### config.mk
export PLATFORM = sky130hd
export DESIGN_NAME = rxq_wm_fifo
export DESIGN_NICKNAME = d
export VERILOG_FILES = /design/src/rtl/rxq_pkg.sv /design/src/rtl/rxq_store.sv /design/src/rtl/rxq_level.sv /design/src/rtl/rxq_wm_fifo.sv
export SDC_FILE = /design/constraint.sdc
export NUM_CORES = 1
export LEC_CHECK = 0
export ABC_AREA = 0
export BUFFER_PORTS_ARGS = -buffer_cell sky130_fd_sc_hd__clkbuf_2
export CELL_PAD_IN_SITES_DETAIL_PLACEMENT = 0
export CELL_PAD_IN_SITES_GLOBAL_PLACEMENT = 1
export CORE_MARGIN = 1
export CORE_UTILIZATION = 25
export CTS_BUF_LIST = sky130_fd_sc_hd__clkbuf_8
export DETAILED_ROUTE_END_ITERATION = 10
export GPL_TIMING_DRIVEN = 0
export PLACE_DENSITY = 0.41
export REMOVE_ABC_BUFFERS = 1
export SLEW_MARGIN = 25
export SYNTH_ARGS = -nofsm -noshare
export SYNTH_HDL_FRONTEND = slang
export SYNTH_SLANG_ARGS = --single-unit
export TNS_END_PERCENT = 5
### constraint.sdc
create_clock -name clk -period 3.65 [get_ports clk]
set_input_delay 0 -clock clk [delete_from_list [all_inputs] [get_ports clk]]
set_output_delay 0 -clock clk [all_outputs]
set_load 0.005 [all_outputs]
### src/rtl/rxq_pkg.sv
// Package: shared widths and status bit positions for the receive queue.
// Assumes: status bit positions are decoded by the register file.
package rxq_pkg;
    localparam int RXQ_STAT_W     = 8;
    localparam int RXQ_EMPTY_BIT  = 6;
    localparam int RXQ_FULL_BIT   = 5;

    typedef struct packed {
        logic empty;
        logic full;
    } rxq_flags_t;
endpackage

### src/rtl/rxq_store.sv
// Module: byte storage with circular read and write pointers.
// Assumes: wr_en and rd_en are only raised when legal (not full / not empty),
// which the top guarantees; clr has priority over both.
module rxq_store #(
    parameter int DEPTH = 16,
    parameter int DW    = 8,
    localparam int AW   = (DEPTH > 1) ? $clog2(DEPTH) : 1
) (
    input  logic          clk,
    input  logic          rst_n,
    input  logic          clr,
    input  logic          wr_en,
    input  logic [DW-1:0] wdata,
    input  logic          rd_en,
    output logic [DW-1:0] rdata
);
    localparam logic [AW-1:0] LAST = AW'(DEPTH - 1);

    logic [DW-1:0] mem [DEPTH];
    logic [AW-1:0] wptr, rptr;

    // Advance a pointer with wrap at the last slot.
    function automatic logic [AW-1:0] nxt(input logic [AW-1:0] p);
        return (p == LAST) ? '0 : p + 1'b1;
    endfunction

    // Write accepted bytes into the slot under the write pointer.
    always_ff @(posedge clk) begin
        if (wr_en && !clr && rst_n) begin
            mem[wptr] <= wdata;
        end
    end

    // Move pointers and capture the popped byte.
    always_ff @(posedge clk) begin
        if (!rst_n) begin
            wptr  <= '0;
            rptr  <= '0;
            rdata <= '0;
        end else if (clr) begin
            wptr <= '0;
            rptr <= '0;
        end else begin
            if (wr_en) wptr <= nxt(wptr);
            if (rd_en) begin
                rptr  <= nxt(rptr);
                rdata <= mem[rptr];
            end
        end
    end


    no_pop_hold_chk: assert property (@(posedge clk) disable iff (!rst_n)
        !rd_en |=> $stable(rdata));
endmodule

### src/rtl/rxq_level.sv
// Module: fill count, threshold register, flags, watermark event, overflow.
// Assumes: inc is never raised when full and dec never when empty; drop marks
// a push refused because of a full queue.
module rxq_level #(
    parameter int DEPTH = 16,
    localparam int AW   = (DEPTH > 1) ? $clog2(DEPTH) : 1,
    localparam int CW   = $clog2(DEPTH + 1)
) (
    input  logic          clk,
    input  logic          rst_n,
    input  logic          clr,
    input  logic          inc,
    input  logic          dec,
    input  logic          drop,
    input  logic          thr_wr,
    input  logic [AW-1:0] thr_wdata,
    output logic [AW-1:0] thr,
    output logic [AW-1:0] occ,
    output rxq_pkg::rxq_flags_t flags,
    output logic          evt,
    output logic          ovf
);
    localparam logic [CW-1:0] FULLCNT = CW'(DEPTH);

    logic [CW-1:0] count;

    // Track stored byte count.
    always_ff @(posedge clk) begin
        if (!rst_n || clr) begin
            count <= '0;
        end else if (inc && !dec) begin
            count <= count + 1'b1;
        end else if (dec && !inc) begin
            count <= count - 1'b1;
        end
    end

    // Hold the zero-based threshold.
    always_ff @(posedge clk) begin
        if (!rst_n || clr) begin
            thr <= '0;
        end else if (thr_wr) begin
            thr <= thr_wdata;
        end
    end

    // Sticky overflow on a refused push.
    always_ff @(posedge clk) begin
        if (!rst_n || clr) begin
            ovf <= 1'b0;
        end else if (drop) begin
            ovf <= 1'b1;
        end
    end

    // Derive occupancy, flags and the watermark event.
    always_comb begin
        occ         = (count == '0) ? '0 : AW'(count - 1'b1);
        flags.empty = (count == '0);
        flags.full  = (count == FULLCNT);
        evt         = (count > CW'(thr));
    end


    cap_limit_chk: assert property (@(posedge clk) disable iff (!rst_n)
        count <= FULLCNT);

    ovf_sticky_chk: assert property (@(posedge clk) disable iff (!rst_n)
        ovf && !clr |=> ovf);

    clr_effect_chk: assert property (@(posedge clk) disable iff (!rst_n)
        clr |=> flags.empty && thr == '0 && !ovf);
endmodule

### src/rtl/rxq_wm_fifo.sv
// Module: top of the watermarked receive queue. Gates push and pop against
// the flags, assembles the status byte and wires the storage and level parts.
// Assumes: synchronous active-low reset; one push and one pop per cycle at most.
module rxq_wm_fifo #(
    parameter int DEPTH = 16,
    parameter int DW    = 8,
    localparam int AW   = (DEPTH > 1) ? $clog2(DEPTH) : 1
) (
    input  logic          clk,
    input  logic          rst_n,
    input  logic          soft_clr,
    input  logic          push_vld,
    input  logic [DW-1:0] push_data,
    input  logic          pop,
    output logic [DW-1:0] rd_data,
    input  logic          thr_wr,
    input  logic [AW-1:0] thr_wdata,
    output logic [AW-1:0] thr_q,
    output logic [AW-1:0] occ_q,
    output logic [rxq_pkg::RXQ_STAT_W-1:0] status,
    output logic          rxfull_evt,
    output logic          ovf
);
    import rxq_pkg::*;

    rxq_flags_t flags;
    logic       acc_push, acc_pop, drop;

    // Qualify the strobes against current flags and the soft clear.
    always_comb begin
        acc_push = push_vld && !flags.full  && !soft_clr;
        acc_pop  = pop      && !flags.empty && !soft_clr;
        drop     = push_vld &&  flags.full  && !soft_clr;
    end

    // Assemble the status byte at its fixed bit positions.
    always_comb begin
        status                = '0;
        status[RXQ_EMPTY_BIT] = flags.empty;
        status[RXQ_FULL_BIT]  = flags.full;
    end

    rxq_store #(.DEPTH(DEPTH), .DW(DW)) u_store (
        .clk   (clk),
        .rst_n (rst_n),
        .clr   (soft_clr),
        .wr_en (acc_push),
        .wdata (push_data),
        .rd_en (acc_pop),
        .rdata (rd_data)
    );

    rxq_level #(.DEPTH(DEPTH)) u_level (
        .clk       (clk),
        .rst_n     (rst_n),
        .clr       (soft_clr),
        .inc       (acc_push),
        .dec       (acc_pop),
        .drop      (drop),
        .thr_wr    (thr_wr),
        .thr_wdata (thr_wdata),
        .thr       (thr_q),
        .occ       (occ_q),
        .flags     (flags),
        .evt       (rxfull_evt),
        .ovf       (ovf)
    );


    empty_pop_chk: assert property (@(posedge clk) disable iff (!rst_n)
        pop && flags.empty && !soft_clr |=> $stable(rd_data) && flags.empty == !$past(push_vld));

    full_drop_chk: assert property (@(posedge clk) disable iff (!rst_n)
        push_vld && flags.full && !pop && !soft_clr |=> flags.full && ovf);

    both_keep_chk: assert property (@(posedge clk) disable iff (!rst_n)
        push_vld && pop && !flags.full && !flags.empty && !soft_clr |=> $stable(occ_q));
endmodule

==> flow_metrics.py, run 1 <==
metrics = {
    "outcome": {
        "status": "finished clean",
    },
    "critical_path": {
        "cp.required_ps": 3720,
        "cp_max_fo": 10,
        "crit_path_start_kind": "register",
        "critPathKind": "reg2reg",
        "cp_data_arrival_time_ps": 3320,
        "worstSetupEndpointType": "register",
    },
    "timing": {
        "final-setup-viol-count": 0,
        "max-slew-margin-rel_pct": 32.41,
        "hold_violations": 0,
        "fin_crit_ps": 3252,
        "tns_ps": 0,
        "slew_violations": 0,
        "timing.final.crit_share_pct": 89.09,
        "setup_ws_ps": 398.2,
        "fmax_mhz": 307.5,
        "skew_ps": 15.98,
        "worst_pin_slew_ps": 1010,
        "rsz0062_at_grt": "no",
    },
    "floorplan": {
        "core-area_sq_mm": 0.02460,
        "die_y_um": 161.4,
        "pin_count": 44,
        "std_cell_rows": 57,
        "initial_core_util_pct": 25.83,
        "dieArea_sq_mm": 0.02606,
        "fp.dieW_um": 161.4,
    },
    "logic_synthesis": {
        "synthArstFlopShare_pct": 0,
        "yosys.area.top_type": "edfxtp_1",
        "synth_area_per_cell_sq_um": 17.41,
        "yosys_most_used_dff": "edfxtp_1",
        "ys_types": 42,
        "synth_edf_count": 128,
        "synth_area_sq_mm": 0.006355,
        "ys_warn_count": 0,
        "yosysTopAreaCellShare_pct": 60.48,
        "synth.area.top_cells": "edfxtp_1, mux4_2, dfxtp_1",
        "synthCells": 365,
        "synth-seq-cells": 154,
        "synth.yosys.seq_area_share_pct": 68.67,
    },
    "power": {
        "leakage_uw": 0.002409,
        "total_power_uw": 3528,
        "ir_worst_vdd_uv": 198.7,
        "powerDensity_mw_per_mm2": 467.1,
    },
    "route": {
        "drc": 0,
        "drt-wirelength-per-cell_um": 18.60,
        "viasPerCell": 4.347,
        "vias": 3317,
        "firstDrtPassIters": 5,
        "ant_nets": 0,
        "drt_iter0_drc": 115,
        "routed_wl_mm": 14.19,
    },
    "place": {
        "port_buffers": 37,
        "dpl.hpwl_mm": 9.185,
        "dpl_worst_slack_ps": 355.0,
        "place_congestion": 0.6854,
    },
    "global_route": {
        "track_usage_pct": 11.57,
        "grt_pass1_wl_mm": 21.13,
        "grt_max_degree": 37,
        "first_global_vias": 3316,
        "grt_overflow": 0,
        "antenna_found_initial": 0,
    },
    "min_path": {
        "hp-class": "in2reg",
    },
    "clock_network": {
        "htreeDepth": 4,
        "cts_max_path_buffers": 2,
        "numCtsBuffers": 17,
        "clockRootBuffer": "clkbuf_8",
        "cts.repair.resized": 0,
        "clock-sinks": 154,
        "cts_tree": "built",
        "clock_latency_ps": 450,
        "clk_pin_slew_ps": 90,
    },
    "run": {
        "drv_cap": 0,
    },
    "finish": {
        "layout_common_cells": "edfxtp_1, clkbuf_2, mux4_2",
        "fill_cells": 2426,
        "layout.cells.most_common": "edfxtp_1",
        "drive_above_1_share_pct": 28.25,
        "syn_to_final_growth_pct": 18.86,
        "diodes": 0,
        "finish.utilization_pct": 30.70,
        "finalNetCount": 456,
    },
}
## power breakdown
group          switching [uW]  internal (uW)
Clock                     688            712
Combinational             107           95.5
Sequential               16.3           1910
Total                     811           2720
## worst max-delay path, stage by stage (launching register included)
cell and delay [ps]:
dfxtp_1 460, inv_1 120, ha_1 280, nor4bb_4 200, nor3b_2 620, nand3_1 340
nor2_1 850
## cells by family after synthesis
family | share of synthesized area [%]
AO/OA/AOI/OAI | 2.737
other | 0.05901
multiplexers | 15.18
XOR/XNOR | 1.102
buffers and inverters | 3.406
AND/OR/NAND/NOR | 6.478
flip-flops | 68.68
adder cells (fa/ha/maj) | 2.363
## final timing paths
| check | endpoint | start | depth (start not counted) | slack (ps) |
|---|---|---|---|---|
| max | u_store.mem[15][2] | u_level.count[0] | 6 | 400 |
| min | u_store.rdata[2] | rst_n | 3 | 90 |
| max reg2reg | u_store.mem[15][2] | u_level.count[0] | 6 | 400 |
| min reg2reg | u_store.rdata[5] | u_store.rdata[5] | 2 | 510 |
## area by class of cell
type | count | area (sq um) | share of cell area [%]
Sequential cell | 154 | 4373 | 57.89
Multi-Input combinational cell | 181 | 1828 | 24.20
Timing Repair Buffer | 63 | 478.0 | 6.328
Tap cell | 324 | 405.4 | 5.367
Clock buffer | 18 | 247.7 | 3.280
Clock inverter | 14 | 187.7 | 2.485
Inverter | 9 | 33.78 | 0.4472
## metal layers
metal,up-vias,wire (um),global-route usage [%]
li1,1544,-,-
met1,1712,6774,15.44
met2,52,6854,18.42
met3,9,390,2.388
met4,0,168,4.503
met5,-,0,0
## synthesized netlist by cell type, types with 3 or more instances
library cell  number
edfxtp_1         128
nor2_1            32
mux4_2            31
dfxtp_1           26
mux2i_1           24
ha_1              12
nand3_1           12
a21oi_1            8
buf_2              8
inv_1              8
o221ai_1           8
buf_4              7
nor3_1             7
buf_6              5
nand2_1            5
nand2b_1           4
xnor2_1            4
xor2_1             4
clkbuf_1           3
## registers in the layout (all words and copies together), names as in the netlist
| signal | count |
|---|---|
| u_store.rptr | 4 |
| u_level.count | 5 |
| u_store.wptr | 4 |
| u_level.thr | 4 |
| u_level.ovf | 1 |
| u_store.rdata | 8 |
| u_store.mem | 128 |
## through the flow
step / cells / hold WS, ps / area, sq um
floorplan: 344 / 98.87 / 6191
global placement: 705 / 246.2 / 6782
detailed placement: 711 / 245.2 / 6910
CTS: 763 / 66.20 / 7546
global route: 763 / 87.92 / 7553
finish: 763 / 91.90 / 7553
## timing repair
| action | 4_1_cts | 5_1_grt |
|---|---|---|
| endpoints found under the hold margin | 130 | 0 |
| hold buffers | 20 | 0 |
| setup endpoints to repair | 0 | 0 |
| buffers inserted | 0 | 0 |
No activity file was read; power rests on OpenSTA's default activity.
==> run 2: changes to the inputs <==
Settings changed: CTS_CLUSTER_SIZE set to 20, PLACE_DENSITY 0.41 to 0.54, TNS_END_PERCENT 5 to 20.
==> flow_metrics.py, run 2 (synthesis results as in run 1) <==
metrics = {
    "timing": {
        "final-setup-viol-count": 0,
        "timing.final.crit_share_pct": 87.28,
        "hold-worst-slack_ps": 21.63,
        "fin_crit_ps": 3186,
        "worst_pin_slew_ps": 968.8,
        "slew_violations": 0,
        "skew_ps": 11.29,
        "rsz0062_at_grt": "no",
        "max-slew-margin-rel_pct": 35.17,
        "fmax_mhz": 313.9,
        "hold_violations": 0,
    },
    "critical_path": {
        "reg2regPathDepth": 6,
        "rrSetupSlack_ps": 460,
        "rr_endpoint": "u_store.mem[5][4]",
        "cp_data_arrival_time_ps": 3260,
        "critPathKind": "reg2reg",
        "worstSetupEndpointType": "register",
        "crit_path_start_kind": "register",
        "cp_max_fo": 10,
        "cp.required_ps": 3730,
        "r2r_start": "u_level.count[0]",
    },
    "place": {
        "port_buffers": 37,
        "place_congestion": 0.7274,
        "dpl.hpwl_mm": 8.589,
        "place_area_sq_mm": 0.006875,
    },
    "min_path": {
        "min_to": "u_store.rptr[2]",
        "min_from": "soft_clr",
        "hold_path_depth": 5,
        "hp-class": "in2reg",
    },
    "clock_network": {
        "cts_tree": "built",
        "clock-sinks": 154,
        "htreeDepth": 4,
        "post-cts-setup-buffers": 0,
        "numCtsBuffers": 17,
        "clockRootBuffer": "clkbuf_8",
        "clk_pin_slew_ps": 90,
        "clock_latency_ps": 450,
        "cts_max_path_buffers": 2,
    },
    "finish": {
        "top_register": "u_store.mem",
        "drive_above_1_share_pct": 27.06,
        "final_area_sq_mm": 0.007440,
        "finalNetCount": 453,
        "layout.cells.most_common": "edfxtp_1",
        "diodes": 0,
        "fill_cells": 2431,
        "largest_register_ff_count": 128,
        "layout_common_cells": "edfxtp_1, clkbuf_2, nor2_1",
        "syn_to_final_growth_pct": 17.07,
        "multi_input_area_sq_mm": 0.001818,
        "largestRegisters": "u_store.mem (128), u_store.rdata (8), u_level.count (5)",
        "regArea_sq_mm": 0.004370,
    },
    "floorplan": {
        "pin_count": 44,
        "dieArea_sq_mm": 0.02606,
        "die_y_um": 161.4,
        "core-area_sq_mm": 0.02460,
        "initial_core_util_pct": 25.83,
        "fp.dieW_um": 161.4,
        "std_cell_rows": 57,
    },
    "power": {
        "ir_worst_vdd_uv": 216.5,
        "leakage_uw": 0.002366,
        "powerDensity_mw_per_mm2": 449.2,
        "p_sw_uw": 785.9,
        "p_int_uw": 2556,
        "pwr-share-clk_pct": 36.4,
        "seq_power_share_pct": 57.6,
        "swShare_pct": 23.52,
        "power_frac_comb_pct": 6.0,
    },
    "global_route": {
        "first_global_vias": 3535,
        "grt_max_degree": 32,
        "track_usage_pct": 10.83,
        "antenna_found_initial": 0,
        "grt_overflow": 0,
        "grt_pass1_wl_mm": 20.59,
    },
    "route": {
        "routed_wl_mm": 13.21,
        "vias": 3314,
        "viasPerCell": 4.361,
        "drc": 0,
        "ant_nets": 0,
        "firstDrtPassIters": 4,
        "drt_iter0_drc": 195,
        "drt-wirelength-per-cell_um": 17.38,
    },
    "run": {
        "drv_cap": 0,
    },
    "outcome": {
        "status": "finished clean",
    },
}
[run 2: power by group through the flow]
stage / registers, uW / clock network, uW / logic [uW]
floorplan: 1970 / 0 / 102
global placement: 1970 / 0 / 175
detailed placement: 1970 / 0 / 186
CTS: 1930 / 1260 / 203
global route: 1930 / 1320 / 225
finish: 1930 / 1210 / 201
[run 2: worst max-delay path: stages (launching register included)]
cell and delay [ps]:
dfxtp_1 470, inv_1 120, ha_1 280, nor4bb_4 200
nor3b_2 620, nand3_1 320, nor2_1 800
[run 2: metrics by stage]
step                      setup TNS, ps  total power (uW)  cells  utilization [%]  setup slack [ps]
after floorplan                       0              2069    344                -             706.8
after global placement           -14180              2147    705            27.56            -519.8
after detailed placement              0              2154    709            27.94             462.7
after CTS                             0              3390    760            30.24             428.6
after global routing                  0              3471    760            30.24             261.0
final                                 0              3342    760            30.24             464.4
[run 2: area by class of cell]
| cell class | instances | share of cell area [%] |
|---|---|---|
| flip-flops and latches | 154 | 58.75 |
| clock inverters | 15 | 1.884 |
| inverters | 9 | 0.4541 |
| repair buffers | 60 | 5.886 |
| clock buffers | 17 | 3.145 |
| well taps | 324 | 5.449 |
| multi-input cells | 181 | 24.44 |
[run 2: routing by layer]
metal  routed length [um]  vias up  global-route usage, %  share of wire [%]
met5                    0        -                      0                  0
met4                  175        0                  3.902                1.3
met3                  450       15                  2.953                3.4
met2                 6744       50                  18.44                 51
met1                 5838     1714                  13.10                 44
li1                     -     1535                      -                  -
[run 2: timing repair]
item	in CTS	in global routing
hold buffers	19	0
endpoints found under the hold margin	115	0
resized for setup	0	0
[run 2: worst max-delay path by stage]
stage	startpoint	endpoint	slack (ps)	depth (start not counted)
after floorplan	u_level.count[0]	u_store.mem[0][0]	710	6
after global placement	u_level.count[0]	u_store.mem[2][2]	-520	6
after detailed placement	u_level.count[0]	u_store.mem[6][2]	460	6
after CTS	u_level.count[0]	u_store.mem[6][6]	430	6
after global routing	u_level.count[0]	u_store.mem[7][7]	260	6
final	u_level.count[0]	u_store.mem[5][4]	460	6
==> run 3: changes to the inputs <==
--- a/config.mk
+++ b/config.mk
@@ -17,2 +17,3 @@
 export GPL_TIMING_DRIVEN = 0
+export MAX_ROUTING_LAYER = met4
 export PLACE_DENSITY = 0.54
==> constraint.sdc (replaced) <==
create_clock -name clk -period 3.65 [get_ports clk]
set_input_delay 0.5475 -clock clk [delete_from_list [all_inputs] [get_ports clk]]
set_output_delay 0.5475 -clock clk [all_outputs]
set_load 0.005 [all_outputs]
==> flow_metrics.py, run 3 (synthesis results as in run 1) <==
metrics = {
    "global_route": {
        "grt_pass1_wl_mm": 20.10,
        "grt_overflow": 0,
        "first_global_vias": 3412,
        "grt_max_degree": 32,
        "use_met3_pct": 2.953,
        "antenna_found_initial": 0,
        "track_usage_pct": 10.95,
        "grt_util_met1_pct": 13.02,
        "grt_busiest_layer": "met2",
        "gr-usage-met2_pct": 17.89,
    },
    "power": {
        "pwr-share-clk_pct": 36.5,
        "seq_power_share_pct": 58.0,
        "p_sw_uw": 778.9,
        "power_frac_comb_pct": 5.5,
        "p_int_uw": 2543,
        "ir_worst_vdd_uv": 211.8,
        "powerDensity_mw_per_mm2": 458.2,
        "total_power_uw": 3322,
        "swShare_pct": 23.45,
        "leakage_uw": 0.002294,
    },
    "finish": {
        "regArea_sq_mm": 0.004370,
        "drive_above_1_share_pct": 28.30,
        "multi_input_area_sq_mm": 0.001818,
        "largest_register_ff_count": 128,
        "layout_common_cells": "edfxtp_1, clkbuf_2, nor2_1",
        "layout.cells.most_common": "edfxtp_1",
        "syn_to_final_growth_pct": 14.08,
        "fill_cells": 2444,
        "finalNetCount": 434,
        "largestRegisters": "u_store.mem (128), u_store.rdata (8), u_level.count (5)",
        "top_register": "u_store.mem",
        "diodes": 0,
    },
    "min_path": {
        "min_to": "u_level.thr[2]",
        "hp-class": "in2reg",
        "hold_path_depth": 3,
        "min_from": "thr_wdata[2]",
    },
    "timing": {
        "fmax_mhz": 313.3,
        "final-setup-viol-count": 0,
        "hold_violations": 0,
        "slew_violations": 0,
        "tns_ps": 0,
        "skew_ps": 14.51,
        "timing.final.crit_share_pct": 87.44,
        "rsz0062_at_grt": "no",
        "max-slew-margin-rel_pct": 35.62,
        "worst_pin_slew_ps": 962.2,
        "fin_crit_ps": 3191,
    },
    "clock_network": {
        "clk_pin_slew_ps": 90,
        "cts.repair.resized": 0,
        "clockRootBuffer": "clkbuf_8",
        "clock-sinks": 154,
        "holdBufCountCts": 0,
        "cts_max_path_buffers": 2,
        "post-cts-setup-buffers": 0,
        "htreeDepth": 4,
        "clock_latency_ps": 450,
        "cts_tree": "built",
        "numCtsBuffers": 17,
    },
    "critical_path": {
        "r2r_start": "u_level.count[0]",
        "worstSetupEndpointType": "register",
        "rr_endpoint": "u_store.mem[5][4]",
        "cp_data_arrival_time_ps": 3260,
        "rrSetupSlack_ps": 460,
        "critPathKind": "reg2reg",
        "cp.required_ps": 3720,
        "reg2regPathDepth": 6,
        "cp_max_fo": 10,
        "crit_path_start_kind": "register",
    },
    "place": {
        "place_congestion": 0.7361,
        "port_buffers": 37,
        "dpl.hpwl_mm": 8.589,
    },
    "route": {
        "viasPerCell": 4.351,
        "firstDrtPassIters": 4,
        "routed_wl_mm": 12.94,
        "drt-wirelength-per-cell_um": 17.47,
        "drc": 0,
        "ant_nets": 0,
        "drt_iter0_drc": 180,
        "vias": 3224,
    },
    "floorplan": {
        "initial_core_util_pct": 25.83,
        "fp.dieW_um": 161.4,
        "dieArea_sq_mm": 0.02606,
        "die_y_um": 161.4,
        "core-area_sq_mm": 0.02460,
        "pin_count": 44,
        "std_cell_rows": 57,
    },
    "run": {
        "drv_cap": 0,
    },
    "outcome": {
        "status": "finished clean",
    },
}
==> run 3: cell count changes in the layout (fill, tap and decap cells not counted) <==
cell           change
dlygate4sd3_1     -19
==> run 3: worst max-delay path, stage by stage, from the launching register on <==
cell and delay (ps):
dfxtp_1 470, inv_1 120, ha_1 280, nor4bb_4 200, nor3b_2 630, nand3_1 320, nor2_1 800
==> run 3: metrics by stage <==
| stage | hold WS, ps | worst slack, ps | instance area (sq um) | instances | utilization [%] |
|---|---|---|---|---|---|
| after detailed placement | 465.3 | 462.7 | 6875 | 709 | 27.94 |
| after CTS | 315.6 | 428.6 | 7249 | 741 | 29.46 |
| final | 345.8 | 458.5 | 7249 | 741 | 29.46 |
| after global placement | 447.7 | -519.8 | 6782 | 705 | 27.56 |
| after floorplan | 460.5 | 706.8 | 6191 | 344 | - |
| after global routing | 337.4 | 258.9 | 7249 | 741 | 29.46 |
==> run 3: area by class of cell <==
type	count	area share (%)
Sequential cell	154	60.29
Multi-Input combinational cell	181	25.08
Clock buffer	17	3.227
Clock inverter	15	1.933
Timing Repair Buffer	41	3.417
Inverter	9	0.4660
Tap cell	324	5.592
==> run 3: power groups by stage <==
stage               Clock, uW  Sequential [uW]  Combinational, uW
floorplan                   0             1970                102
detailed placement          0             1970                186
finish                   1210             1930                183
global placement            0             1970                175
CTS                      1260             1930                187
global route             1320             1930                206
==> run 3: per-layer routing <==
metal	up-vias	routed length, um
li1	1498	-
met1	1671	5816
met2	46	6638
met3	9	363
met4	0	125
met5	-	0
==> run 3: worst max-delay path by stage <==
stage	start	end	slack (ps)	cells after the start
3_3_place_gp	u_level.count[0]	u_store.mem[2][2]	-520	6
5_1_grt	u_level.count[0]	u_store.mem[7][7]	260	6
6_report	u_level.count[0]	u_store.mem[5][4]	460	6
4_1_cts	u_level.count[0]	u_store.mem[6][6]	430	6
2_1_floorplan	u_level.count[0]	u_store.mem[0][0]	710	6
3_5_place_dp	u_level.count[0]	u_store.mem[6][2]	460	6
